<file path="src/rtl/evc_pkg.sv">
package evc_pkg;
  parameter int unsigned EVC_NUM_EVENTS = 55;
  parameter int unsigned EVC_MODULUS    = 100;
  localparam int unsigned EVC_ID_W      = $clog2(EVC_NUM_EVENTS + 1);
  localparam int unsigned EVC_CNT_W     = $clog2(EVC_MODULUS);
endpackage

</file>
<file path="src/rtl/evc_decode.sv">
module evc_decode #(
  parameter int unsigned NUM_EVENTS = 55,
  parameter int unsigned ID_W       = 6
) (
  input  logic                  valid_i,
  input  logic [ID_W-1:0]       id_i,
  output logic [NUM_EVENTS-1:0] hit_o
);
  // Event k+1 maps to hit bit k. Identifiers outside the range match no bit.
  for (genvar k = 0; k < NUM_EVENTS; k++) begin : g_hit
    assign hit_o[k] = valid_i && (id_i == ID_W'(k + 1));
  end
endmodule

</file>
<file path="src/rtl/evc_counter.sv">
module evc_counter #(
  parameter int unsigned MODULUS = 100,
  parameter int unsigned CNT_W   = 7
) (
  input  logic clk,
  input  logic rst_n,
  input  logic inc_i,
  output logic wrap_o
);
  localparam logic [CNT_W-1:0] LAST = CNT_W'(MODULUS - 1);

  logic [CNT_W-1:0] cnt_q;
  logic [CNT_W-1:0] cnt_d;
  logic             at_last;

  assign at_last = (cnt_q == LAST);
  assign wrap_o  = inc_i && at_last;

  always_comb begin
    cnt_d = at_last ? '0 : cnt_q + CNT_W'(1);
  end

  always_ff @(posedge clk or negedge rst_n) begin
    if (!rst_n) begin
      cnt_q <= '0;
    end else if (inc_i) begin
      cnt_q <= cnt_d;
    end
  end
endmodule

</file>
<file path="src/rtl/evc_wrap_encode.sv">
module evc_wrap_encode #(
  parameter int unsigned NUM_EVENTS = 55,
  parameter int unsigned ID_W       = 6
) (
  input  logic [NUM_EVENTS-1:0] wrap_i,
  output logic [ID_W-1:0]       id_o
);
  // At most one bit is set per cycle, so OR-ing the numbers yields the winner.
  always_comb begin
    id_o = '0;
    for (int k = 0; k < NUM_EVENTS; k++) begin
      id_o = id_o | (wrap_i[k] ? ID_W'(k + 1) : '0);
    end
  end
endmodule

</file>
<file path="src/rtl/evc_occurrence_counter.sv">
module evc_occurrence_counter
  import evc_pkg::*;
#(
  parameter int unsigned NUM_EVENTS = EVC_NUM_EVENTS,
  parameter int unsigned MODULUS    = EVC_MODULUS,
  parameter int unsigned ID_W       = $clog2(NUM_EVENTS + 1),
  parameter int unsigned CNT_W      = $clog2(MODULUS)
) (
  input  logic            clk,
  input  logic            rst_n,
  input  logic            evt_valid,
  input  logic [ID_W-1:0] evt_id,
  output logic [ID_W-1:0] wrap_id
);
  logic [NUM_EVENTS-1:0] hit;
  logic [NUM_EVENTS-1:0] wrap;
  logic [ID_W-1:0]       wrap_id_d;
  logic [ID_W-1:0]       wrap_id_q;

  evc_decode #(.NUM_EVENTS(NUM_EVENTS), .ID_W(ID_W)) u_decode (
    .valid_i (evt_valid),
    .id_i    (evt_id),
    .hit_o   (hit)
  );

  for (genvar k = 0; k < NUM_EVENTS; k++) begin : g_cnt
    evc_counter #(.MODULUS(MODULUS), .CNT_W(CNT_W)) u_cnt (
      .clk    (clk),
      .rst_n  (rst_n),
      .inc_i  (hit[k]),
      .wrap_o (wrap[k])
    );
  end

  evc_wrap_encode #(.NUM_EVENTS(NUM_EVENTS), .ID_W(ID_W)) u_encode (
    .wrap_i (wrap),
    .id_o   (wrap_id_d)
  );

  always_ff @(posedge clk or negedge rst_n) begin
    if (!rst_n) begin
      wrap_id_q <= '0;
    end else begin
      wrap_id_q <= wrap_id_d;
    end
  end

  assign wrap_id = wrap_id_q;
endmodule

</file>
<file path="config.mk">
export PLATFORM = sky130hd
export DESIGN_NAME = evc_occurrence_counter
export DESIGN_NICKNAME = d
export VERILOG_FILES = /design/src/rtl/evc_pkg.sv /design/src/rtl/evc_decode.sv /design/src/rtl/evc_counter.sv /design/src/rtl/evc_wrap_encode.sv /design/src/rtl/evc_occurrence_counter.sv
export SDC_FILE = /design/constraint.sdc
export NUM_CORES = 1
export LEC_CHECK = 0
export BUFFER_PORTS_ARGS = -buffer_cell sky130_fd_sc_hd__buf_2
export CELL_PAD_IN_SITES_DETAIL_PLACEMENT = 1
export CELL_PAD_IN_SITES_GLOBAL_PLACEMENT = 1
export CORE_MARGIN = 2
export CORE_UTILIZATION = 46
export DETAILED_ROUTE_END_ITERATION = 16
export PLACE_DENSITY_LB_ADDON = 0.1
export SLEW_MARGIN = 20
export SYNTH_ARGS = -nofsm -noshare
export SYNTH_HDL_FRONTEND = slang
export SYNTH_SLANG_ARGS = --single-unit
</file>
<file path="constraint.sdc">
create_clock -name clk -period 2 [get_ports clk]
set_input_delay 0.4 -clock clk [delete_from_list [all_inputs] [get_ports clk]]
set_output_delay 0.4 -clock clk [all_outputs]
set_load 0.03 [all_outputs]
</file>
Yosys cells after proc, flatten, opt, wreduce, memory -nomap -nowiden
Cells that the tools add are included.
- bits in registers: 391
- logic and storage cells: 495
- output and inout bits: 6
- input bits: 9
- add/subtract/negate cells: 55
- multiplexer cells: 110
- bitwise operators: 54
- reductions and logical operators: 110
- eq/ne operators: 110
- operators with widths (cell ; number):
    $add 7x1->7 const B ; 55
    $eq 7x7->1 const B ; 55
    $mux 7 ; 55
    $or 6x6->6 ; 54
    $eq 6x6->1 const B ; 24
    $mux 6 ; 24
    $logic_and 1x1->1 ; 110
    $eq 6x5->1 const B ; 16
    $mux 5 ; 16
    $eq 6x4->1 const B ; 8
    $mux 4 ; 8
    $eq 6x3->1 const B ; 4
    $eq 6x2->1 const B ; 2
    $mux 3 ; 4
    $eq 6x1->1 const B ; 1
    $mux 2 ; 2
    $mux 1 ; 1

Longest topological paths before layout
- word-level depth: 58
- mapped depth: 9
- mapped depth without buffers: 6

Modules after synthesis
A second synthesis with hierarchy kept.
- cell total of the unflattened synthesis: 2058
- area total of the unflattened synthesis: 20468.4 um2
- by module, submodules not included (module ; cells each ; times used ; seq. area each (um2) ; area an instance (um2)):
    evc_counter ; 35 ; 55 ; 175.2 ; 356.6
    evc_decode ; 83 ; 1 ; 0.0 ; 435.4
    evc_wrap_encode ; 44 ; 1 ; 0.0 ; 270.3
    evc_occurrence_counter ; 6 ; 1 ; 150.1 ; 150.1

Worst setup path before layout
No wires, ideal clock.
- path kind: input -> register
- from: input port evt_id[5]
- to: register wrap_id_q[1] (netlist: wrap_id[1])
- required time: 1.847 ns
- data arrival time: 1.838 ns
- setup slack: 0.008 ns
- stages: 7
- path buffers: 3
- library setup time: 0.153 ns
- path through: clkbuf_2 -> nand3b_1 -> buf_4 -> clkbuf_1 -> o22ai_1 -> a2111oi_0 -> nand4_1
- longest elaborated chain between the ends: 58
- elaborated cells between the ends (all ways): 166
- those cells by class: 28 x eq/ne; 28 x mux; 54 x bitwise; 56 x reduce/logical
- RTL lines (item ; line ; text):
    start, declared ; evc_occurrence_counter.sv:12 ; input logic [ID_W-1:0] evt_id,
    $eq 6x2->1 ; evc_decode.sv:11 ; assign hit_o[k] = valid_i && (id_i == ID_W'(k + 1));
    $logic_and 1x1->1 ; evc_decode.sv:11 ;
    $logic_and 1x1->1 ; evc_counter.sv:17 ; assign wrap_o = inc_i && at_last;
    $mux 2 ; evc_wrap_encode.sv:12 ; id_o = id_o | (wrap_i[k] ? ID_W'(k + 1) : '0);
    $or 6x6->6 (53 in a row) ; evc_wrap_encode.sv:12 ;
    $or 6x6->6 (*) ; evc_wrap_encode.sv:12 ;
    named net u_encode.id_o[1] ; evc_wrap_encode.sv:6 ; output logic [ID_W-1:0] id_o
    end signal, assigned ; evc_occurrence_counter.sv:44 ; wrap_id_q <= wrap_id_d;
    end, declared ; evc_occurrence_counter.sv:18 ; logic [ID_W-1:0] wrap_id_q;
The timed path passes the listed nets; every way through them passes the cells marked *.
A chain may end at the register's enable or synchronous reset.

Final worst setup path
- from: register g_cnt[54].u_cnt.cnt_q[0]
- to: register wrap_id_q[2] (netlist: wrap_id[2])
- longest elaborated chain between the ends: 4
- RTL lines (item ; line ; text):
    start, declared ; evc_counter.sv:12 ; logic [CNT_W-1:0] cnt_q;
    start signal, assigned ; evc_counter.sv:27 ; cnt_q <= cnt_d;
    $eq 7x7->1 ; evc_counter.sv:16 ; assign at_last = (cnt_q == LAST);
    $logic_and 1x1->1 ; evc_counter.sv:17 ;
    $mux 6 ; evc_wrap_encode.sv:12 ;
    $or 6x6->6 ; evc_wrap_encode.sv:12 ;
    named net u_encode.id_o[2] ; evc_wrap_encode.sv:6 ;
The timed path passes the listed nets, and every way through them passes these cells.

==> results.tsv <==
stage	metric	value	unit
routing	final_antenna_net_count	0	
global_routing	grt_pass1_wl	101	mm
setup_path	path_cells	ha_2 > and4b_2 > nand4_1 > o2111ai_2 > a2111oi_4 > buf_4 > nand4_1	
synth	synth-simple-area-share	0.287	
global_routing	global_route.overflow_total	0	
setup_path	crit-reg2reg-launch	g_cnt[54].u_cnt.cnt_q[0]	
layout	area_delta_synth_final	22.3	%
sta	timing_worst_slew_pin_value	602	ps
synth	synth_warnings	0	
power	power_density	710	nW/um^2
synth	gate_count_after_technology_mapping	2162	
layout	register_area	9780	sq um
setup_path	worst_path_max_delay_cell	sky130_fd_sc_hd__dfrtp_1	
synth	postSynthRegisterBits	391	
sta	finalHoldViolCount	0	
status	failed_checks	negative setup slack	
placement	place.port_buffers	14	
routing	finalWirelength	61.6	mm
setup_path	cp.buffers_inverters	1	
placement	post-place-ws	-377	ps
cts	clkLatencyLatePin	590	ps
setup_path	cp_top_family	compound AO/OA/AOI/OAI gates	
cts	cts.htree.levels	2	
synth	synth_area	21000	sq um
routing	drt-wirelength-per-cell	19.8	um
synth	synth_top_family_by_area	simple AND/OR/NAND/NOR gates	
layout	nets	2540	
die	core-area	45200	sq um
die	pin_count	15	
power	worst_vdd_rail_ir_drop	0.757	mV
layout	nFillCells	5069	
synth	syn_nets	2226	
synth	synth_area_in_xor_xnor	0.0606	
status	outcome	complete, but fails checks	
min_path	hold_path.class	in2async	
synth	yosysSeqAreaShare	0.467	
cts	ctsLongestPathBuffers	3	
global_routing	number_of_antenna_violations_at_the_first_check_in_global_routing	3	
cts	cts_sinks	391	
placement	routabilityCongestion	0.840	
global_routing	groute.usage.overall	0.266	
layout	layout-drive-gt1-share	0.197	
die	fp.dieH	218	um
global_routing	via_count_of_the_first_global_routing_pass	19400	
setup_path	critPathMostFrequentCell	sky130_fd_sc_hd__nand4_1	
sta	final.setup.worst_slack	-2.07	ps
sta	timing.final.crit_period	2000	ps
cts	clk_pin_slew	60	ps
layout	combined_area_of_the_multi_input_logic_cells	11100	sq um
setup_path	crit_path_max_incr_delay	400	ps
setup_path	worst_r2r_endpoint	wrap_id[2]	
sta	timing.final.setup_violations	1	
die	design.die.area	47300	sq um
die	floorplan.die.width	218	um
die	fp-row-count	78	
synth	post_synth_edffs	0	
synth	synth_compound_gate_area_share	0.101	
global_routing	pin_count_of_the_biggest_net_entering_global_routing	65	
cts	cts_root_buf	sky130_fd_sc_hd__clkbuf_16	
sta	number_of_max_slew_violations_in_the_final_report	0	
power	power.leakage	11.8	nW
placement	dp_hpwl	44.3	mm
cts	cts_tree	yes	
routing	drt_drc_violations_left	0	
setup_path	cp_endpoint_kind	flop	
sta	slew-limit-headroom	0.593	
setup_path	cp.required	2460	ps
sta	final.setup_skew	30.7	ps
synth	synth_adder_area_share	0.0328	
die	initial_utilization	0.464	
setup_path	worst_setup_path_start_kind	flop	
setup_path	timing.critical_path.fanout_max	3	
setup_path	crit_arrival	2460	ps
synth	async_sr_flop_fraction	1.00	
synth	postSynthAreaPerCell	9.70	sq um
synth	synth_top_flop_cell	sky130_fd_sc_hd__dfrtp_1	
routing	firstDrtPassIters	5	
routing	detail_route.vias_per_cell	5.85	
flow_run	cap_viol_max_count	0	
routing	drt-initial-drc-count	1103	
setup_path	critical_path_depth_in_cells	7	
setup_path	timing.setup.critical_path_class	reg2reg	
sta	timing.hold.ws	349	ps
cts	cts_buffers	46	
setup_path	worstRegToRegCells	7	
routing	dr_total_vias	18200	
sta	max_freq	499	MHz
sta	post-route-period-util	1.00	
synth	yosysUniqueCellTypes	72	
synth	synthMuxAreaShare	0.0369	
sta	grt_setup_unrepaired	yes	
setup_path	timing.reg2reg.setup_slack	-2	ps
worst max path at each step:
stage	startpoint	slack (ps)	to
after floorplan	evt_id[5]	8	wrap_id[1]
after detailed placement	evt_id[0]	-380	wrap_id[2]
after CTS	g_cnt[49].u_cnt.cnt_q[1]	-10	wrap_id[4]
final	g_cnt[54].u_cnt.cnt_q[0]	-2	wrap_id[2]
after global routing	g_cnt[54].u_cnt.cnt_q[0]	-50	wrap_id[2]
after global placement	evt_id[2]	-300	wrap_id[1]
worst register-to-register path, stage by stage, from the launching register on:
cell                        delay [ps]
sky130_fd_sc_hd__dfrtp_1           400
sky130_fd_sc_hd__ha_2              200
sky130_fd_sc_hd__and4b_2           250
sky130_fd_sc_hd__nand4_1           210
sky130_fd_sc_hd__o2111ai_2         210
sky130_fd_sc_hd__a2111oi_4         360
sky130_fd_sc_hd__buf_4             170
sky130_fd_sc_hd__nand4_1            90
synth_stat cells, types with 15 or more instances:
master	instances	share of area
sky130_fd_sc_hd__clkbuf_1	28	0.0050
sky130_fd_sc_hd__ha_1	55	0.033
sky130_fd_sc_hd__a31oi_1	18	0.0054
sky130_fd_sc_hd__nand3_1	102	0.024
sky130_fd_sc_hd__o21ai_0	101	0.024
sky130_fd_sc_hd__nand2_1	282	0.050
sky130_fd_sc_hd__a21o_1	32	0.011
sky130_fd_sc_hd__nand4_1	128	0.038
sky130_fd_sc_hd__or3_1	15	0.0045
sky130_fd_sc_hd__nand4b_1	15	0.0063
sky130_fd_sc_hd__nor2_1	209	0.037
sky130_fd_sc_hd__nor4bb_1	42	0.020
sky130_fd_sc_hd__a211oi_1	23	0.0082
sky130_fd_sc_hd__nor2b_1	17	0.0051
sky130_fd_sc_hd__and4_1	31	0.013
sky130_fd_sc_hd__mux2_2	50	0.027
sky130_fd_sc_hd__nor3_1	55	0.013
sky130_fd_sc_hd__a22o_1	19	0.0079
sky130_fd_sc_hd__and3_1	92	0.027
sky130_fd_sc_hd__xnor2_1	106	0.044
sky130_fd_sc_hd__mux2i_1	21	0.010
sky130_fd_sc_hd__and3b_1	16	0.0067
sky130_fd_sc_hd__nand3b_1	19	0.0068
sky130_fd_sc_hd__dfrtp_1	391	0.47
sky130_fd_sc_hd__xor2_1	39	0.016
sky130_fd_sc_hd__a21oi_1	90	0.021
power by group:
| group | total, W | leakage [nW] | switching [W] | internal (W) |
|---|---|---|---|---|
| Clock | 0.00828 | 0.709 | 0.00340 | 0.00489 |
| Combinational | 0.00134 | 5.72 | 0.000731 | 0.000606 |
| Sequential | 0.00859 | 5.38 | 0.000329 | 0.00826 |
| Total | 0.0182 | 11.8 | 0.00446 | 0.0138 |
routing by layer:
layer,share of wire,up-vias,GRT usage
li1,-,8585,-
met1,0.44,9220,0.339
met2,0.49,237,0.454
met3,0.034,116,0.0389
met4,0.036,4,0.108
met5,0.00044,-,0
repair_timing:
action / 4_1_cts / 5_1_grt
hold buffers: 1 / 0
pin swaps: 8 / 10
hold endpoints to repair: 29 / 0
setup buffers: 7 / 4
resized for setup: 12 / 28
endpoints found under the setup margin: 6 / 7
gates cloned: 0 / 0
cells by family after synthesis:
kind of cell               Yosys count
muxes                               71
buffers and inverters               63
adders and majority gates           55
DFF                                391
xor gates and xnor gates           145
AOI/OAI and AO/OA                  340
and+or+nand+nor                   1097
per-stage QoR:
step	util	setup TNS, ps	cell area (sq um)	total power (W)	instances
final	0.567	-2.07	25600	0.0182	3105
after global routing	0.567	-131	25600	0.0189	3105
after CTS	0.564	-16.9	25500	0.0184	3101
after detailed placement	0.529	-24890	23900	0.0100	3017
after global placement	0.529	-12080	23900	0.00987	3017
after floorplan	-	0	21000	0.00930	2162
layout by cell type (no fill, tap or decap), types with 18 or more instances in the layout:
cell,count
sky130_fd_sc_hd__mux2i_1,21
sky130_fd_sc_hd__nand3b_1,19
sky130_fd_sc_hd__ha_1,51
sky130_fd_sc_hd__and3_1,92
sky130_fd_sc_hd__a21o_1,32
sky130_fd_sc_hd__dfrtp_1,391
sky130_fd_sc_hd__nand3_1,102
sky130_fd_sc_hd__nor4bb_1,34
sky130_fd_sc_hd__a22o_1,19
sky130_fd_sc_hd__clkbuf_16,47
sky130_fd_sc_hd__nor3_1,54
sky130_fd_sc_hd__a31oi_1,18
sky130_fd_sc_hd__a21oi_1,88
sky130_fd_sc_hd__xnor2_1,106
sky130_fd_sc_hd__mux2_2,50
sky130_fd_sc_hd__buf_4,287
sky130_fd_sc_hd__xor2_1,39
sky130_fd_sc_hd__nor2_1,209
sky130_fd_sc_hd__and4_1,29
sky130_fd_sc_hd__a211oi_1,22
sky130_fd_sc_hd__o21ai_0,98
sky130_fd_sc_hd__nand2_1,282
sky130_fd_sc_hd__nand4_1,128
flip-flops by register name, summed over array words and instances, names as in the netlist:
| register | count |
|---|---|
| g_cnt.u_cnt.cnt_q | 385 |
| wrap_id | 6 |
layout make-up:
class	count	share of cell area
tap	600	0.0293
clock buffer	63	0.0506
multi-input combinational	1708	0.431
inverter	12	0.00176
antenna	1	0.0000976
clock inverter	13	0.00595
sequential	391	0.382
timing repair buffer	317	0.0993
(Power assumes the default switching activity.)
